===== src/rtl/cv_pkg.sv =====
// Shared types for the checksum/verify unit.
// Assumes one encrypt sum and one decrypt sum.
package cv_pkg;
    typedef enum logic {
        MODE_ENC = 1'b0,
        MODE_DEC = 1'b1
    } mode_e;

    localparam int NUM_SUMS = 2;
endpackage


===== src/rtl/cv_pad.sv =====
// Byte-wise pad stage: on a short last block, keeps the data bytes, writes the
// marker byte 8'h80 after them and zeroes the rest. Byte 0 is the most
// significant byte. Assumes BLK_W is a multiple of 8.
module cv_pad #(
    parameter int BLK_W = 128,
    localparam int NBYTES = BLK_W / 8,
    localparam int CNT_W = $clog2(NBYTES)
) (
    input  logic [BLK_W-1:0] blk_i,
    input  logic             last_i,
    input  logic [CNT_W-1:0] bytes_i,
    output logic [BLK_W-1:0] blk_o
);
    logic full;

    // A block is left untouched unless it is last and short
    assign full = !last_i || (bytes_i == '0);

    for (genvar g = 0; g < NBYTES; g++) begin : g_byte
        localparam logic [CNT_W-1:0] BI = CNT_W'(g);
        localparam int HI = BLK_W - 1 - 8 * g;
        // Per-byte select: data, marker or zero
        assign blk_o[HI -: 8] = (full || (BI < bytes_i)) ? blk_i[HI -: 8] :
                                (BI == bytes_i)          ? 8'h80 : 8'h00;
    end
endmodule


===== src/rtl/cv_accum.sv =====
// One XOR accumulator. Clear has priority over enable.
// Assumes the caller gates en_i.
module cv_accum #(
    parameter int BLK_W = 128
) (
    input  logic             clk,
    input  logic             rst_n,
    input  logic             clr_i,
    input  logic             en_i,
    input  logic [BLK_W-1:0] blk_i,
    output logic [BLK_W-1:0] sum_o
);
    // Fold the incoming block into the running sum
    always_ff @(posedge clk) begin
        if (!rst_n || clr_i) begin
            sum_o <= '0;
        end else if (en_i) begin
            sum_o <= sum_o ^ blk_i;
        end
    end
endmodule


===== src/rtl/cv_verify.sv =====
// Tag comparator. Registers a full-width equality result with a one-cycle
// valid pulse and holds the verdict until cleared. Assumes go_i is already
// gated to decrypt mode.
module cv_verify #(
    parameter int BLK_W = 128
) (
    input  logic             clk,
    input  logic             rst_n,
    input  logic             clr_i,
    input  logic             go_i,
    input  logic [BLK_W-1:0] tag_i,
    input  logic [BLK_W-1:0] ref_i,
    output logic             vld_o,
    output logic             pass_o
);
    // Capture the comparison and pulse valid
    always_ff @(posedge clk) begin
        if (!rst_n || clr_i) begin
            vld_o  <= 1'b0;
            pass_o <= 1'b0;
        end else begin
            vld_o <= go_i;
            if (go_i) begin
                pass_o <= (tag_i == ref_i);
            end
        end
    end
endmodule


===== src/rtl/cksum_verify.sv =====
// Checksum and tag verification unit. Pads a short final block, keeps
// separate encrypt and decrypt XOR sums, flags the finished sum, flips bit 0
// of the mixing output for the tag call, and checks the tag-block output of
// the decryption core against the decrypt sum. Assumes the tag arrives at
// least one cycle after the last block.
module cksum_verify
    import cv_pkg::*;
#(
    parameter int BLK_W = 128,
    localparam int NBYTES = BLK_W / 8,
    localparam int CNT_W = $clog2(NBYTES)
) (
    input  logic             clk,
    input  logic             rst_n,
    input  logic             start_i,
    input  logic             mode_dec_i,
    input  logic             blk_valid_i,
    input  logic             blk_last_i,
    input  logic [CNT_W-1:0] blk_bytes_i,
    input  logic [BLK_W-1:0] blk_data_i,
    input  logic [BLK_W-1:0] mix_i,
    input  logic             tag_call_i,
    output logic [BLK_W-1:0] dec_in_o,
    input  logic             tag_valid_i,
    input  logic [BLK_W-1:0] tag_data_i,
    output logic [BLK_W-1:0] chk_o,
    output logic             chk_valid_o,
    output logic             vld_o,
    output logic             pass_o
);
    mode_e            cur_mode;
    logic [BLK_W-1:0] padded;
    logic [BLK_W-1:0] sums [NUM_SUMS];
    logic             accept;
    logic             tag_go;

    assign cur_mode = mode_e'(mode_dec_i);
    assign accept   = blk_valid_i && !start_i;
    assign tag_go   = tag_valid_i && !start_i && (cur_mode == MODE_DEC);

    cv_pad #(.BLK_W(BLK_W)) u_pad (
        .blk_i   (blk_data_i),
        .last_i  (blk_last_i),
        .bytes_i (blk_bytes_i),
        .blk_o   (padded)
    );

    for (genvar s = 0; s < NUM_SUMS; s++) begin : g_sum
        localparam mode_e SM = (s == 0) ? MODE_ENC : MODE_DEC;
        cv_accum #(.BLK_W(BLK_W)) u_acc (
            .clk   (clk),
            .rst_n (rst_n),
            .clr_i (start_i),
            .en_i  (accept && (cur_mode == SM)),
            .blk_i (padded),
            .sum_o (sums[s])
        );
    end

    // Show the sum of the selected mode
    assign chk_o = sums[mode_dec_i];

    // Steer the tag call into the decryption core with bit 0 flipped
    assign dec_in_o = tag_call_i ? (mix_i ^ BLK_W'(1)) : mix_i;

    // Flag the cycle after the final block is folded in
    always_ff @(posedge clk) begin
        if (!rst_n || start_i) begin
            chk_valid_o <= 1'b0;
        end else begin
            chk_valid_o <= blk_valid_i && blk_last_i;
        end
    end

    cv_verify #(.BLK_W(BLK_W)) u_ver (
        .clk    (clk),
        .rst_n  (rst_n),
        .clr_i  (start_i),
        .go_i   (tag_go),
        .tag_i  (tag_data_i),
        .ref_i  (sums[1]),
        .vld_o  (vld_o),
        .pass_o (pass_o)
    );
endmodule


===== config.mk =====
export PLATFORM = sky130hd
export DESIGN_NAME = cksum_verify
export DESIGN_NICKNAME = d
export VERILOG_FILES = /design/src/rtl/cv_pkg.sv /design/src/rtl/cv_pad.sv /design/src/rtl/cv_accum.sv /design/src/rtl/cv_verify.sv /design/src/rtl/cksum_verify.sv
export SDC_FILE = /design/constraint.sdc
export NUM_CORES = 1
export LEC_CHECK = 0
export ABC_AREA = 1
export BUFFER_PORTS_ARGS = -buffer_cell sky130_fd_sc_hd__buf_2
export CAP_MARGIN = 25
export CELL_PAD_IN_SITES_DETAIL_PLACEMENT = 1
export CELL_PAD_IN_SITES_GLOBAL_PLACEMENT = 1
export CORE_AREA = 2 2 256 258
export CTS_CLUSTER_DIAMETER = 60
export CTS_CLUSTER_SIZE = 16
export DETAILED_ROUTE_END_ITERATION = 10
export DIE_AREA = 0 0 258 260
export GPL_TIMING_DRIVEN = 0
export PLACE_DENSITY = 0.64
export SLEW_MARGIN = 15
export SYNTH_ARGS = -nofsm -noshare
export SYNTH_HDL_FRONTEND = slang
export SYNTH_HIERARCHICAL = 1
export SYNTH_SLANG_ARGS = --single-unit

===== constraint.sdc =====
create_clock -name clk -period 2.7 [get_ports clk]
set_input_delay 0.135 -clock clk [delete_from_list [all_inputs] [get_ports clk]]
set_output_delay 0.135 -clock clk [all_outputs]
set_load 0.01 [all_outputs]

==> results.py <==
metrics = {
    "outcome": {
        "status": "finished clean",
    },
    "synthesis": {
        "synth.area.top_cells": "dfxtp_1, nand2_1, nand3_1",
        "synth_area_mm2": 0.0165,
        "yosysWarnings": 6,
        "ys_ff_latch": 259,
        "async_flop_share_pct": 0,
        "syn-num-nets": 3131,
        "synthFlopType": "dfxtp_1",
        "synth_most_common_cell": "nand2_1",
        "netlist_instances": 2735,
        "synthTopCellsByCount": "nand2_1, nor2_1, nand3_1, dfxtp_1, a21oi_1",
        "synth_top_cell_by_area": "dfxtp_1",
        "synth.distinct_cells": 32,
        "synth_top_area_share_pct": 31.5,
        "avgSynthCellArea_um2": 6.02,
        "seq_area_frac_synth_pct": 31.5,
        "synth_edf_count": 0,
    },
    "drt": {
        "wl_um": 74000,
        "drtPass1Iterations": 5,
        "vias_per_cell": 4.50,
        "wl_per_cell_um": 17.5,
        "post-route-drc-count": 0,
        "antenna_left": 0,
        "drt_iter0_markers": 841,
        "vias": 19000,
    },
    "critical_path": {
        "max_stage_delay_ns": 0.73,
        "cp-start-kind": "input port",
        "reg2regPathDepth": 10,
        "slowest_stage": "o21ai_0",
        "worstPathArrival_ns": 2.67,
        "crit_required_ns": 3.14,
        "worstPathCellList": "dlygate4sd3_1, buf_2, clkbuf_1, nand3_2, o21ai_0, nand3_1, nand2_1, nor2_1",
        "crit_fanout": 10,
        "crit_type": "input port to register",
        "cp-end-kind": "register",
    },
    "clock_tree": {
        "clk_path_buf_depth": 3,
        "htreeDepth": 2,
        "cts_tree": "yes",
        "cts-buffers-inserted": 37,
        "cts_sinks": 259,
        "clk_pin_slew_ns": 0.06,
        "cts_resized": 0,
        "clkLatencyLatePin_ns": 0.55,
        "cts-root-buf": "clkbuf_16",
    },
    "final_layout": {
        "syn_to_final_growth_pct": 33.5,
        "fin_cells": 4232,
        "multi_input_area_mm2": 0.00854,
        "seq_area_mm2": 0.00518,
        "drive_gt1_share_pct": 25.5,
        "n_fill_cell": 8539,
        "final_nets": 3745,
    },
    "timing": {
        "fmax_mhz": 447,
        "period_minus_slack_ns": 2.24,
        "rsz0062_at_grt": "false",
        "hold_viol": 0,
        "period_share_pct": 82.8,
        "setup_violations": 0,
        "fin_setup_tns_ns": 0,
        "worst_pin_slew_ns": 0.740,
        "relSlewSlack_pct": 50.1,
        "slew_viol_final": 0,
        "fin_worst_skew_ns": 0.0124,
    },
    "pwr": {
        "switching_share_pct": 29.3,
        "clkPwrFrac_pct": 47.6,
        "internal_power_mw": 7.67,
        "vdd_ir_drop_max_uv": 420,
        "p_leak_nw": 10.9,
        "powerDensity_mw_per_mm2": 493,
        "p_comb_share_pct": 16.3,
        "p_seq_share_pct": 36.1,
        "p_sw_mw": 3.17,
    },
    "floorplan": {
        "io_pins": 655,
        "dieArea_mm2": 0.0671,
        "core_area_mm2": 0.0641,
        "die_w_um": 258,
        "die_h_um": 260,
        "initial_utilization_pct": 25.7,
        "rows": 93,
    },
    "global_routing": {
        "grt_pass1_wl_um": 110000,
        "grt_pass1_vias": 18700,
        "grt_antenna_before_repair": 10,
        "gr-total-overflow": 0,
        "grtUsageTotal_pct": 21.2,
        "grt_max_degree": 16,
    },
    "place": {
        "hpwl_um": 57100,
        "port_buffers": 517,
        "dp_cells": 4107,
        "place.gp.congestion": 0.833,
    },
    "flow_run": {
        "maxCapViolCount": 0,
    },
    "min_path": {
        "hold_depth": 5,
        "hp-class": "input port to register",
    },
}
==> state kept, by name (all words and copies together) (netlist names) <==
name / count
g_sum.u_acc/sum_o: 256
chk_valid_o: 1
u_ver/pass_o: 1
u_ver/vld_o: 1
==> layout make-up <==
cell class	count	area share (%)
Inverter	255	4.37
Clock inverter	21	1.13
Clock buffer	44	4.70
Tap cell	855	4.86
Antenna cell	2	0.0228
Sequential cell	259	23.6
Multi-Input combinational cell	1967	38.8
Timing Repair Buffer	575	14.4
Buffer	254	8.11
==> per-stage QoR <==
step	setup WS (ns)	cell area (um2)	total power, mW	utilization (%)	hold WS, ns
2_1_floorplan	1.33	16500	5.00	-	0.254
3_3_place_gp	0.338	20100	5.70	31.4	0.445
3_5_place_dp	0.361	20100	5.72	31.4	0.451
4_1_cts	0.410	22000	11.0	34.3	0.0000440
5_1_grt	0.276	22000	11.3	34.3	0.0457
6_report	0.464	22000	10.8	34.3	0.0234
==> layer usage <==
| layer | track usage [%] | part of all wire [%] | vias to the layer above |
|---|---|---|---|
| met1 | 27.5 | 45 | 8818 |
| li1 | - | - | 9613 |
| met4 | 4.54 | 1.7 | 14 |
| met3 | 3.85 | 5.7 | 90 |
| met2 | 36.4 | 48 | 493 |
| met5 | 0 | 0.12 | - |
==> power by group through the flow <==
stage | clock, mW | sequential [mW] | combinational [mW]
after floorplan | 0 | 3.99 | 1.01
after global placement | 0 | 4.00 | 1.70
after detailed placement | 0 | 4.00 | 1.72
after CTS | 5.31 | 3.92 | 1.79
after global routing | 5.46 | 3.92 | 1.96
final | 5.16 | 3.92 | 1.77
==> worst max-delay path: cells and delay by family <==
family,cells,cell delay (ns)
buf+inv,3,1.12
compound gates,1,0.73
simple gates,4,0.68
==> worst paths after layout <==
check	from	end	slack, ns
worst max-delay path	blk_last_i	g_sum[1].u_acc/sum_o[15]	0.46
worst min-delay path	blk_data_i[24]	g_sum[0].u_acc/sum_o[24]	0.02
worst max register to register	g_sum[1].u_acc/sum_o[87]	u_ver/pass_o	0.78
worst min register to register	u_ver/pass_o	u_ver/pass_o	0.48
==> timing repair <==
item                      in CTS  in global routing
setup buffers                  0                  0
hold endpoints to repair      96                  0
hold buffers                  58                  0
==> layout by cell type (no fill, tap or decap), drive strengths merged <==
cell         Yosys  layout
o21a             1       1
nand4           25      25
bufinv           0       3
diode            0       2
buf            245     762
clkinvlp         0       3
xor2             2       2
a21oi          259     259
clkinv           0       8
nor3             3       3
inv            255     262
o21ai           11      11
nor2           375     375
nand2          956     956
dlygate4sd3      0      58
nand3          275     275
o22ai            2       2
xnor2           47      47
or2             11      11
dfxtp          259     259
clkbuf           9      53
==> kinds of logic after synthesis <==
| family | count (synthesis) | share of synthesized area (%) |
|---|---|---|
| AOI/OAI and AO/OA | 273 | 8.42 |
| xor gates and xnor gates | 49 | 2.61 |
| buffers and inverters | 509 | 16.7 |
| DFF | 259 | 31.5 |
| and+or+nand+nor | 1645 | 40.8 |
(Power assumes the default switching activity.)
